--- config.mk ---
export PLATFORM = sky130hd
export DESIGN_NAME = dma_pack_seq
export DESIGN_NICKNAME = d
export VERILOG_FILES = /design/src/rtl/dps_pkg.sv /design/src/rtl/dps_regs.sv /design/src/rtl/dps_pack.sv /design/src/rtl/dps_ctrl.sv /design/src/rtl/dma_pack_seq.sv
export SDC_FILE = /design/constraint.sdc
export NUM_CORES = 1
export LEC_CHECK = 0
export ABC_AREA = 1
export BUFFER_PORTS_ARGS = -buffer_cell sky130_fd_sc_hd__buf_2
export CAP_MARGIN = 20
export CORE_MARGIN = 4
export CORE_UTILIZATION = 45
export CTS_BUF_LIST = sky130_fd_sc_hd__clkbuf_16
export DETAILED_ROUTE_END_ITERATION = 10
export HOLD_SLACK_MARGIN = 0.12
export PLACE_DENSITY = 0.77
export SLEW_MARGIN = 20
export SYNTH_ARGS = -nofsm -noshare
export SYNTH_HDL_FRONTEND = slang
export SYNTH_SLANG_ARGS = --single-unit
--- constraint.sdc ---
create_clock -name clk -period 2.3 [get_ports clk]
set_clock_uncertainty 0.15 [all_clocks]
set_input_delay 0.345 -clock clk [delete_from_list [all_inputs] [get_ports clk]]
set_output_delay 0.345 -clock clk [all_outputs]
set_load 0.1 [all_outputs]
--- src/rtl/dps_pkg.sv ---
package dps_pkg;

    localparam int UNIT_BYTES = 4;
    localparam int DW = 8 * UNIT_BYTES;

    typedef enum logic [2:0] {
        ST_IDLE,
        ST_IO_RD,
        ST_MEM_WR,
        ST_MEM_RD,
        ST_IO_WR,
        ST_UPDATE,
        ST_HALT
    } seq_state_t;

    // log2 of the byte width named by a size code
    function automatic logic [1:0] size_shift(input logic [1:0] code);
        if (!code[1])
            return 2'd2;
        else if (!code[0])
            return 2'd1;
        else
            return 2'd0;
    endfunction

    function automatic logic [DW-1:0] size_mask(input logic [1:0] sh);
        logic [DW-1:0] m;
        unique case (sh)
            2'd0:    m = DW'(8'hFF);
            2'd1:    m = DW'(16'hFFFF);
            default: m = '1;
        endcase
        return m;
    endfunction

endpackage

--- src/rtl/dps_regs.sv ---
module dps_regs
    import dps_pkg::*;
#(
    parameter int AW = 32,
    parameter int CW = 16
) (
    input  logic          clk,
    input  logic          rst_n,
    input  logic          cfg_we,
    input  logic          cfg_dir,
    input  logic [1:0]    cfg_unit,
    input  logic [1:0]    cfg_port,
    input  logic          cfg_mem_half,
    input  logic [AW-1:0] cfg_io_addr,
    input  logic [AW-1:0] cfg_mem_addr,
    input  logic [CW-1:0] cfg_count,
    input  logic          advance,
    output logic          dir_q,
    output logic [1:0]    unit_q,
    output logic [1:0]    port_q,
    output logic          half_q,
    output logic [AW-1:0] io_addr_q,
    output logic [AW-1:0] mem_addr_q,
    output logic [CW-1:0] cnt_q,
    output logic          cnt_last
);

    logic [CW-1:0] unit_bytes_c;
    logic [AW-1:0] unit_step_a;

    always_comb begin
        unit_bytes_c = CW'(32'd1 << size_shift(unit_q));
        unit_step_a  = AW'(32'd1 << size_shift(unit_q));
        cnt_last     = (cnt_q <= unit_bytes_c);
    end

    always_ff @(posedge clk or negedge rst_n) begin
        if (!rst_n) begin
            dir_q      <= 1'b0;
            unit_q     <= 2'b00;
            port_q     <= 2'b00;
            half_q     <= 1'b0;
            io_addr_q  <= '0;
            mem_addr_q <= '0;
            cnt_q      <= '0;
        end else if (cfg_we) begin
            dir_q      <= cfg_dir;
            unit_q     <= cfg_unit;
            port_q     <= cfg_port;
            half_q     <= cfg_mem_half;
            io_addr_q  <= cfg_io_addr;
            mem_addr_q <= cfg_mem_addr;
            cnt_q      <= cfg_count;
        end else if (advance) begin
            mem_addr_q <= mem_addr_q + unit_step_a;
            cnt_q      <= cnt_last ? '0 : cnt_q - unit_bytes_c;
        end
    end

endmodule

--- src/rtl/dps_pack.sv ---
module dps_pack
    import dps_pkg::*;
(
    input  logic          clk,
    input  logic          rst_n,
    input  logic          clr,
    input  logic          io_cap,
    input  logic [1:0]    io_beat,
    input  logic [1:0]    port_shift,
    input  logic [DW-1:0] io_rdata,
    input  logic          mem_cap,
    input  logic          mem_beat,
    input  logic          mem_split,
    input  logic [1:0]    unit_shift,
    input  logic [DW-1:0] mem_rdata,
    output logic [DW-1:0] io_slice,
    output logic [DW-1:0] mem_slice
);

    logic [DW-1:0] hold_q;
    logic [1:0]    port_lane_mask;
    logic [4:0]    io_sh;

    always_comb begin
        unique case (port_shift)
            2'd0:    port_lane_mask = 2'b00;
            2'd1:    port_lane_mask = 2'b01;
            default: port_lane_mask = 2'b11;
        endcase
    end

    genvar i;
    generate
        for (i = 0; i < UNIT_BYTES; i++) begin : g_lane
            localparam logic [1:0] LANE = 2'(i);
            logic       io_hit;
            logic       mem_hit;
            logic [7:0] io_byte;
            logic [7:0] mem_byte;
            logic [7:0] lane_q;

            always_comb begin
                io_hit  = io_cap && ((LANE >> port_shift) == io_beat);
                io_byte = io_rdata[8*(LANE & port_lane_mask) +: 8];
                if (mem_split) begin
                    mem_hit  = mem_cap && ((LANE >> 1) == {1'b0, mem_beat});
                    mem_byte = LANE[0] ? mem_rdata[15:8] : mem_rdata[7:0];
                end else begin
                    mem_hit  = mem_cap && ((LANE >> unit_shift) == 2'd0);
                    mem_byte = mem_rdata[8*i +: 8];
                end
            end

            always_ff @(posedge clk or negedge rst_n) begin
                if (!rst_n)
                    lane_q <= 8'h00;
                else if (clr)
                    lane_q <= 8'h00;
                else if (io_hit)
                    lane_q <= io_byte;
                else if (mem_hit)
                    lane_q <= mem_byte;
            end

            assign hold_q[8*i +: 8] = lane_q;
        end
    endgenerate

    always_comb begin
        unique case (port_shift)
            2'd0:    io_sh = {io_beat, 3'b000};
            2'd1:    io_sh = {io_beat[0], 4'b0000};
            default: io_sh = 5'd0;
        endcase
        io_slice = (hold_q >> io_sh) & size_mask(port_shift);
        if (mem_split)
            mem_slice = (hold_q >> {mem_beat, 4'b0000}) & size_mask(2'd1);
        else
            mem_slice = hold_q & size_mask(unit_shift);
    end

endmodule

--- src/rtl/dps_ctrl.sv ---
module dps_ctrl
    import dps_pkg::*;
(
    input  logic       clk,
    input  logic       rst_n,
    input  logic       load,
    input  logic       start,
    input  logic       dir,
    input  logic       illegal,
    input  logic       load_zero,
    input  logic       io_ready,
    input  logic       mem_ready,
    input  logic [1:0] io_last_idx,
    input  logic       mem_last_idx,
    input  logic       cnt_last,
    output logic [1:0] io_beat,
    output logic       mem_beat,
    output logic       io_valid,
    output logic       io_write,
    output logic       mem_valid,
    output logic       mem_write,
    output logic       cfg_we,
    output logic       clr_hold,
    output logic       io_cap,
    output logic       mem_cap,
    output logic       advance,
    output logic       busy,
    output logic       done,
    output logic       cfg_err
);

    seq_state_t state_q, state_d;
    logic [1:0] io_beat_q, io_beat_d;
    logic       mem_beat_q, mem_beat_d;
    logic       done_q, done_d;
    logic       err_q, err_d;
    logic       parked;

    // state register
    always_ff @(posedge clk or negedge rst_n) begin
        if (!rst_n) begin
            state_q    <= ST_IDLE;
            io_beat_q  <= 2'd0;
            mem_beat_q <= 1'b0;
            done_q     <= 1'b0;
            err_q      <= 1'b0;
        end else begin
            state_q    <= state_d;
            io_beat_q  <= io_beat_d;
            mem_beat_q <= mem_beat_d;
            done_q     <= done_d;
            err_q      <= err_d;
        end
    end

    // next state
    always_comb begin
        state_d    = state_q;
        io_beat_d  = io_beat_q;
        mem_beat_d = mem_beat_q;
        done_d     = 1'b0;
        err_d      = 1'b0;
        unique case (state_q)
            ST_IDLE: begin
                if (load) begin
                    state_d = load_zero ? ST_HALT : ST_IDLE;
                end else if (start) begin
                    if (illegal) begin
                        err_d = 1'b1;
                    end else begin
                        state_d    = dir ? ST_MEM_RD : ST_IO_RD;
                        io_beat_d  = 2'd0;
                        mem_beat_d = 1'b0;
                    end
                end
            end
            ST_IO_RD, ST_IO_WR: begin
                if (io_ready) begin
                    if (io_beat_q == io_last_idx) begin
                        io_beat_d = 2'd0;
                        state_d   = (state_q == ST_IO_RD) ? ST_MEM_WR : ST_UPDATE;
                    end else begin
                        io_beat_d = io_beat_q + 2'd1;
                    end
                end
            end
            ST_MEM_RD, ST_MEM_WR: begin
                if (mem_ready) begin
                    if (mem_beat_q == mem_last_idx) begin
                        mem_beat_d = 1'b0;
                        state_d    = (state_q == ST_MEM_RD) ? ST_IO_WR : ST_UPDATE;
                    end else begin
                        mem_beat_d = 1'b1;
                    end
                end
            end
            ST_UPDATE: begin
                state_d = cnt_last ? ST_HALT : ST_IDLE;
                done_d  = cnt_last;
            end
            ST_HALT: begin
                if (load)
                    state_d = load_zero ? ST_HALT : ST_IDLE;
            end
            default: state_d = ST_IDLE;
        endcase
    end

    // outputs
    always_comb begin
        parked    = (state_q == ST_IDLE) || (state_q == ST_HALT);
        io_valid  = (state_q == ST_IO_RD) || (state_q == ST_IO_WR);
        io_write  = (state_q == ST_IO_WR);
        mem_valid = (state_q == ST_MEM_RD) || (state_q == ST_MEM_WR);
        mem_write = (state_q == ST_MEM_WR);
        cfg_we    = load && parked;
        clr_hold  = (state_q == ST_IDLE) && !load && start && !illegal;
        io_cap    = (state_q == ST_IO_RD) && io_ready;
        mem_cap   = (state_q == ST_MEM_RD) && mem_ready;
        advance   = (state_q == ST_UPDATE);
        busy      = !parked;
        done      = done_q;
        cfg_err   = err_q;
        io_beat   = io_beat_q;
        mem_beat  = mem_beat_q;
    end

endmodule

--- src/rtl/dma_pack_seq.sv ---
module dma_pack_seq
    import dps_pkg::*;
#(
    parameter int AW = 32,
    parameter int CW = 16
) (
    input  logic          clk,
    input  logic          rst_n,
    input  logic          load,
    input  logic          start,
    input  logic          cfg_dir,
    input  logic [1:0]    cfg_unit,
    input  logic [1:0]    cfg_port,
    input  logic          cfg_mem_half,
    input  logic [AW-1:0] cfg_io_addr,
    input  logic [AW-1:0] cfg_mem_addr,
    input  logic [CW-1:0] cfg_count,
    output logic          busy,
    output logic          done,
    output logic          cfg_err,
    output logic [AW-1:0] cur_mem_addr,
    output logic [CW-1:0] cur_count,
    output logic          io_valid,
    input  logic          io_ready,
    output logic          io_write,
    output logic [AW-1:0] io_addr,
    output logic [DW-1:0] io_wdata,
    input  logic [DW-1:0] io_rdata,
    output logic          mem_valid,
    input  logic          mem_ready,
    output logic          mem_write,
    output logic [AW-1:0] mem_addr,
    output logic [1:0]    mem_size,
    output logic [DW-1:0] mem_wdata,
    input  logic [DW-1:0] mem_rdata
);

    logic          dir_q, half_q, cnt_last;
    logic [1:0]    unit_q, port_q;
    logic [AW-1:0] io_addr_q, mem_addr_q;
    logic [CW-1:0] cnt_q;
    logic [1:0]    unit_sh, port_sh, io_last_idx, io_beat;
    logic          illegal, mem_split, mem_beat;
    logic          cfg_we, clr_hold, io_cap, mem_cap, advance;
    logic [DW-1:0] io_slice, mem_slice;

    always_comb begin
        unit_sh   = size_shift(unit_q);
        port_sh   = size_shift(port_q);
        illegal   = port_sh > unit_sh;
        mem_split = half_q && (unit_sh == 2'd2);
        unique case (unit_sh - port_sh)
            2'd0:    io_last_idx = 2'd0;
            2'd1:    io_last_idx = 2'd1;
            default: io_last_idx = 2'd3;
        endcase
    end

    dps_regs #(.AW(AW), .CW(CW)) u_regs (
        .clk          (clk),
        .rst_n        (rst_n),
        .cfg_we       (cfg_we),
        .cfg_dir      (cfg_dir),
        .cfg_unit     (cfg_unit),
        .cfg_port     (cfg_port),
        .cfg_mem_half (cfg_mem_half),
        .cfg_io_addr  (cfg_io_addr),
        .cfg_mem_addr (cfg_mem_addr),
        .cfg_count    (cfg_count),
        .advance      (advance),
        .dir_q        (dir_q),
        .unit_q       (unit_q),
        .port_q       (port_q),
        .half_q       (half_q),
        .io_addr_q    (io_addr_q),
        .mem_addr_q   (mem_addr_q),
        .cnt_q        (cnt_q),
        .cnt_last     (cnt_last)
    );

    dps_ctrl u_ctrl (
        .clk          (clk),
        .rst_n        (rst_n),
        .load         (load),
        .start        (start),
        .dir          (dir_q),
        .illegal      (illegal),
        .load_zero    (cfg_count == '0),
        .io_ready     (io_ready),
        .mem_ready    (mem_ready),
        .io_last_idx  (io_last_idx),
        .mem_last_idx (mem_split),
        .cnt_last     (cnt_last),
        .io_beat      (io_beat),
        .mem_beat     (mem_beat),
        .io_valid     (io_valid),
        .io_write     (io_write),
        .mem_valid    (mem_valid),
        .mem_write    (mem_write),
        .cfg_we       (cfg_we),
        .clr_hold     (clr_hold),
        .io_cap       (io_cap),
        .mem_cap      (mem_cap),
        .advance      (advance),
        .busy         (busy),
        .done         (done),
        .cfg_err      (cfg_err)
    );

    dps_pack u_pack (
        .clk        (clk),
        .rst_n      (rst_n),
        .clr        (clr_hold),
        .io_cap     (io_cap),
        .io_beat    (io_beat),
        .port_shift (port_sh),
        .io_rdata   (io_rdata),
        .mem_cap    (mem_cap),
        .mem_beat   (mem_beat),
        .mem_split  (mem_split),
        .unit_shift (unit_sh),
        .mem_rdata  (mem_rdata),
        .io_slice   (io_slice),
        .mem_slice  (mem_slice)
    );

    always_comb begin
        io_addr      = io_addr_q;
        io_wdata     = io_write ? io_slice : '0;
        mem_addr     = mem_addr_q + (mem_beat ? AW'(2) : AW'(0));
        mem_size     = mem_split ? 2'b10 : (unit_q[1] ? unit_q : 2'b00);
        mem_wdata    = mem_write ? mem_slice : '0;
        cur_mem_addr = mem_addr_q;
        cur_count    = cnt_q;
    end

endmodule

==> results of run 1 <==
layer usage:
| layer | global-route usage, % | GRT overflow |
|---|---|---|
| met2 | 88.4 | 4 |
| met1 | 70.2 | 0 |
| met4 | 70.1 | 6 |
| met5 | 7.87 | 0 |
| met3 | 51.6 | 0 |
synthesized netlist by cell type, types with 3 or more instances:
library cell / count
buf_2: 21
nor2_2: 8
nand2_2: 9
nand3_1: 87
a211oi_1: 8
nor2_1: 134
xor2_1: 39
nand4_1: 27
nand3b_1: 4
buf_6: 6
o21bai_1: 10
ha_1: 15
nand2_1: 445
or2_2: 7
buf_1: 3
clkbuf_1: 16
fa_1: 3
o21ai_1: 13
o211ai_1: 13
nor3_1: 26
o22ai_1: 19
o21ai_0: 118
buf_4: 8
clkinv_1: 4
inv_1: 169
dfrtp_1: 126
a21oi_1: 42
a31oi_1: 11
xnor2_1: 5
mux2i_1: 7
metrics by stage:
step / hold slack [ns] / instances
global placement: 0.170 / 2088
detailed placement: 0.173 / 2088
floorplan: -0.101 / 1421
CTS: 0.122 / 2247
kinds of logic after synthesis:
family	after synthesis
compound gates	240
xor+xnor	44
fa+ha+maj	18
buf+inv	231
flops	126
mux	7
other cells	2
simple gates	753
timing repair:
action / CTS
gates resized for setup: 143
hold endpoints to repair: 96
pin swaps: 73
endpoints found under the setup margin: 115
cloned: 3
buffers inserted: 54
hold buffers: 70
==> impl_metrics.py, run 1 <==
metrics = {
    "outcome": {
        "status": "did not finish",
        "stop_stage": "5_1_grt",
        "firstError": "[ERROR GRT-0232] Routing congestion too high. Check the congestion heatmap in the GUI.",
    },
    "grt": {
        "grt_max_degree": 53,
        "antenna_found_initial": 12,
        "grt_overflow_total": 10,
        "grt.total_usage_pct": 69.6,
    },
    "synthesis": {
        "synth_area_mm2": 0.00933,
        "synth-simple-area-share_pct": 33.7,
        "synthMuxAreaShare_pct": 0.751,
        "yosysTopAreaCell": "dfrtp_1",
        "synth_compound_area_share_pct": 14.4,
        "async_flop_share_pct": 100,
        "synth_nets": 1595,
        "seq_area_frac_synth_pct": 33.8,
        "synth_top_family_by_area": "simple AND/OR/NAND/NOR gates",
        "ys_ff_latch": 126,
        "synthTopCellsByArea": "dfrtp_1, nand2_1, inv_1",
        "synth_top_area_share_pct": 33.8,
        "synth_warnings": 0,
        "synthAdderAreaFrac_pct": 2.65,
        "synth_cell_types": 42,
        "synth_edf_count": 0,
        "synth_xor_area_share_pct": 4.13,
        "avgSynthCellArea_um2": 6.57,
        "dominantRegCellSynth": "dfrtp_1",
        "synth_cells": 1421,
    },
    "cts": {
        "htree_levels": 4,
        "clock-sinks": 126,
        "root_buffer": "clkbuf_16",
        "clockBufferDepth": 2,
        "numCtsBuffers": 17,
    },
    "placed_design": {
        "dpl_cell_area_mm2": 0.0155,
        "dp_hpwl_um": 31600,
        "port_buffers": 340,
        "place_congestion": 0.995,
        "post-place-ws_ns": -0.130,
    },
    "sta": {
        "worst-ep-kind": "top-level output",
        "grt-worst-endpoint": "io_wdata[13]",
    },
    "floorplanning": {
        "rows": 52,
        "start_util_pct": 46.0,
        "io_pins": 341,
        "die_w_um": 152,
        "dieHeight_um": 152,
    },
}
==> run 2: changes to the inputs <==
Settings changed: CORE_UTILIZATION 45 to 30, CTS_BUF_LIST sky130_fd_sc_hd__clkbuf_16 to not set, HOLD_SLACK_MARGIN 0.12 to not set, PLACE_DENSITY 0.77 to not set, PLACE_DENSITY_LB_ADDON set to 0.15.
Clock period 2.3 ns to 3 ns, I/O delays scaled along.
==> run 2 against run 1 <==
  * The flow now finishes without violations
  * Synthesized cell count unchanged
  * Area after synthesis unchanged
==> impl_metrics.py, run 2 <==
metrics = {
    "outcome": {
        "status": "completed",
    },
    "sta": {
        "report.final.slew_viol_count": 0,
        "slew_headroom_pct": 39.9,
        "worst_pin_slew_ns": 0.901,
        "setup_violations": 0,
        "hold_violations": 0,
        "fin_crit_ns": 2.90,
        "clock.fmax_mhz": 344,
        "fin_crit_sh_pct": 96.8,
    },
    "placed_design": {
        "port_buffers": 340,
        "place_congestion": 0.909,
        "dp_cells": 2138,
        "dpl_cell_area_mm2": 0.0138,
        "dp_hpwl_um": 31600,
    },
    "hold_path": {
        "whs_path_depth": 3,
        "hold_class": "in -> reg",
    },
    "synthesis": {
        "ys_ff_latch": 126,
        "synth-simple-area-share_pct": 33.7,
        "seq_area_frac_synth_pct": 33.8,
        "synth_cells": 1421,
        "synthTopCellsByArea": "dfrtp_1, nand2_1, inv_1",
        "yosysTopAreaCell": "dfrtp_1",
        "synthAdderAreaFrac_pct": 2.65,
        "synth_nets": 1595,
        "synth_warnings": 0,
        "synth_area_mm2": 0.00933,
        "synth_compound_area_share_pct": 14.4,
        "avgSynthCellArea_um2": 6.57,
        "synth_xor_area_share_pct": 4.13,
        "dominantRegCellSynth": "dfrtp_1",
        "netlist_top_cells_count": "nand2_1, inv_1, nor2_1",
        "synth_most_common_cell": "nand2_1",
        "async_flop_share_pct": 100,
        "synth_top_family_by_area": "simple AND/OR/NAND/NOR gates",
        "synth_cell_types": 42,
        "synth_top_area_share_pct": 33.8,
        "synthMuxAreaShare_pct": 0.751,
        "synth_edf_count": 0,
    },
    "layout": {
        "drive_above_1_share_pct": 33.1,
        "instances_no_fill": 2182,
        "nets": 1943,
        "syn2layout_area_growth_pct": 56.8,
        "final_area_mm2": 0.0146,
        "final_common_cell": "nand2_1",
        "seq_area_mm2": 0.00319,
        "reg_top3": "u_pack.g_lane.lane_q (32), u_regs.io_addr_q (32), u_regs.mem_addr_q (32)",
        "multi_input_area_mm2": 0.00623,
        "final_cell_mix": "nand2_1, buf_2, inv_1, o21ai_0, nor2_1",
        "n_fill_cell": 3091,
    },
    "setup_path": {
        "worstPathArrival_ns": 2.30,
        "critPathKind": "reg -> out",
        "critPathMaxFanout": 7,
        "critPathRequiredTime_ns": 2.40,
        "reg2reg_depth": 11,
        "cp-start-kind": "register",
        "endpoint_kind": "output port",
        "rrSetupSlack_ns": 0.30,
    },
    "cts": {
        "clock-sinks": 126,
        "numCtsBuffers": 17,
        "root_buffer": "clkbuf_16",
        "clockBufferDepth": 2,
        "htree_levels": 4,
        "cts_tree": "built",
        "path_clk_slew_ns": 0.08,
        "clk-insertion-delay-late_ns": 0.44,
    },
    "grt": {
        "grt.total_usage_pct": 23.3,
        "grt_max_degree": 62,
        "antenna_found_initial": 6,
        "grt_overflow_total": 0,
        "grt_pass1_vias": 10400,
        "grt_pass1_wl_um": 60900,
    },
    "route": {
        "drtIter0Drc": 752,
        "drt_wl_total_um": 40300,
        "ant_nets": 0,
        "drc_errors": 0,
        "firstDrtPassIters": 6,
        "route.detailed.wl_per_inst_um": 18.5,
        "via_count": 10800,
        "routed_via_density": 4.93,
    },
    "floorplanning": {
        "core_mm2": 0.0307,
        "die-area_mm2": 0.0340,
        "rows": 64,
        "io_pins": 341,
        "dieHeight_um": 184,
        "die_w_um": 184,
        "start_util_pct": 30.4,
    },
    "job": {
        "drv_cap": 0,
    },
}
[run 2: cell counts after synthesis]
Identical to the previous run, type by type.
[run 2: cell families (layout without fill, tap and decap cells)]
logic type	count (synthesis)	after routing
adders and majority gates	18	18
buffers and inverters	231	592
muxes	7	7
other	2	6
xor gates and xnor gates	44	44
AOI/OAI and AO/OA	240	240
and+or+nand+nor	753	753
DFF	126	126
[run 2: area by class of cell]
| type | count | area share (%) |
|---|---|---|
| timing repair buffer | 383 | 23.4 |
| clock inverter | 15 | 1.28 |
| tap | 396 | 3.39 |
| sequential | 126 | 21.8 |
| clock buffer | 17 | 2.91 |
| multi-input combinational | 1064 | 42.6 |
| inverter | 177 | 4.64 |
| antenna | 4 | 0.0684 |
[run 2: through the flow]
stage	setup slack [ns]	util, %	hold WS [ns]	TNS (ns)
after floorplan	-0.447	-	0.00441	-4.31
after global placement	0.220	44.9	0.309	0
after detailed placement	0.196	44.9	0.309	0
after CTS	0.00105	47.3	0.0280	0
after global routing	-0.0282	47.7	0.0357	-0.0779
final	0.0953	47.7	0.0474	0
[run 2: critical path, cell delays in order (launching register included)]
cell     delay [ns]
dfrtp_2        0.48
nand2_1        0.20
nor2_2         0.24
nand2_1        0.19
nor3_2         0.24
buf_4          0.17
xor2_4         0.16
buf_12         0.19
[run 2: per-layer routing]
metal / global-route usage (%) / vias to the layer above / share of wire [%]
li1: - / 5257 / -
met3: 4.89 / 50 / 7.0
met4: 6.68 / 4 / 2.2
met5: 0 / - / 0.084
met2: 35.6 / 390 / 46
met1: 33.4 / 5051 / 45
[run 2: worst paths after layout]
path                                       from                         end
min in group asynchronous                 rst_n         u_regs.io_addr_q[7]
max reg2reg                    u_regs.unit_q[1]  u_pack.g_lane[2].lane_q[1]
max in group asynchronous                 rst_n           u_ctrl.state_q[1]
max                        u_regs.mem_addr_q[9]                mem_addr[21]
min                              cfg_io_addr[3]         u_regs.io_addr_q[3]
min reg2reg                u_regs.io_addr_q[18]        u_regs.io_addr_q[18]
[run 2: what timing repair did]
action                     CTS  global route
gates resized for setup     15            28
pin swaps                    1             2
setup buffers                2             4
hold endpoints to repair    56             0
gates cloned                 1             0
hold buffers                 1             0
setup endpoints to repair   35            50
Power of run 2 is not shown: default switching activity piles up to over one toggle a cycle in this logic, so the estimate is an artifact.
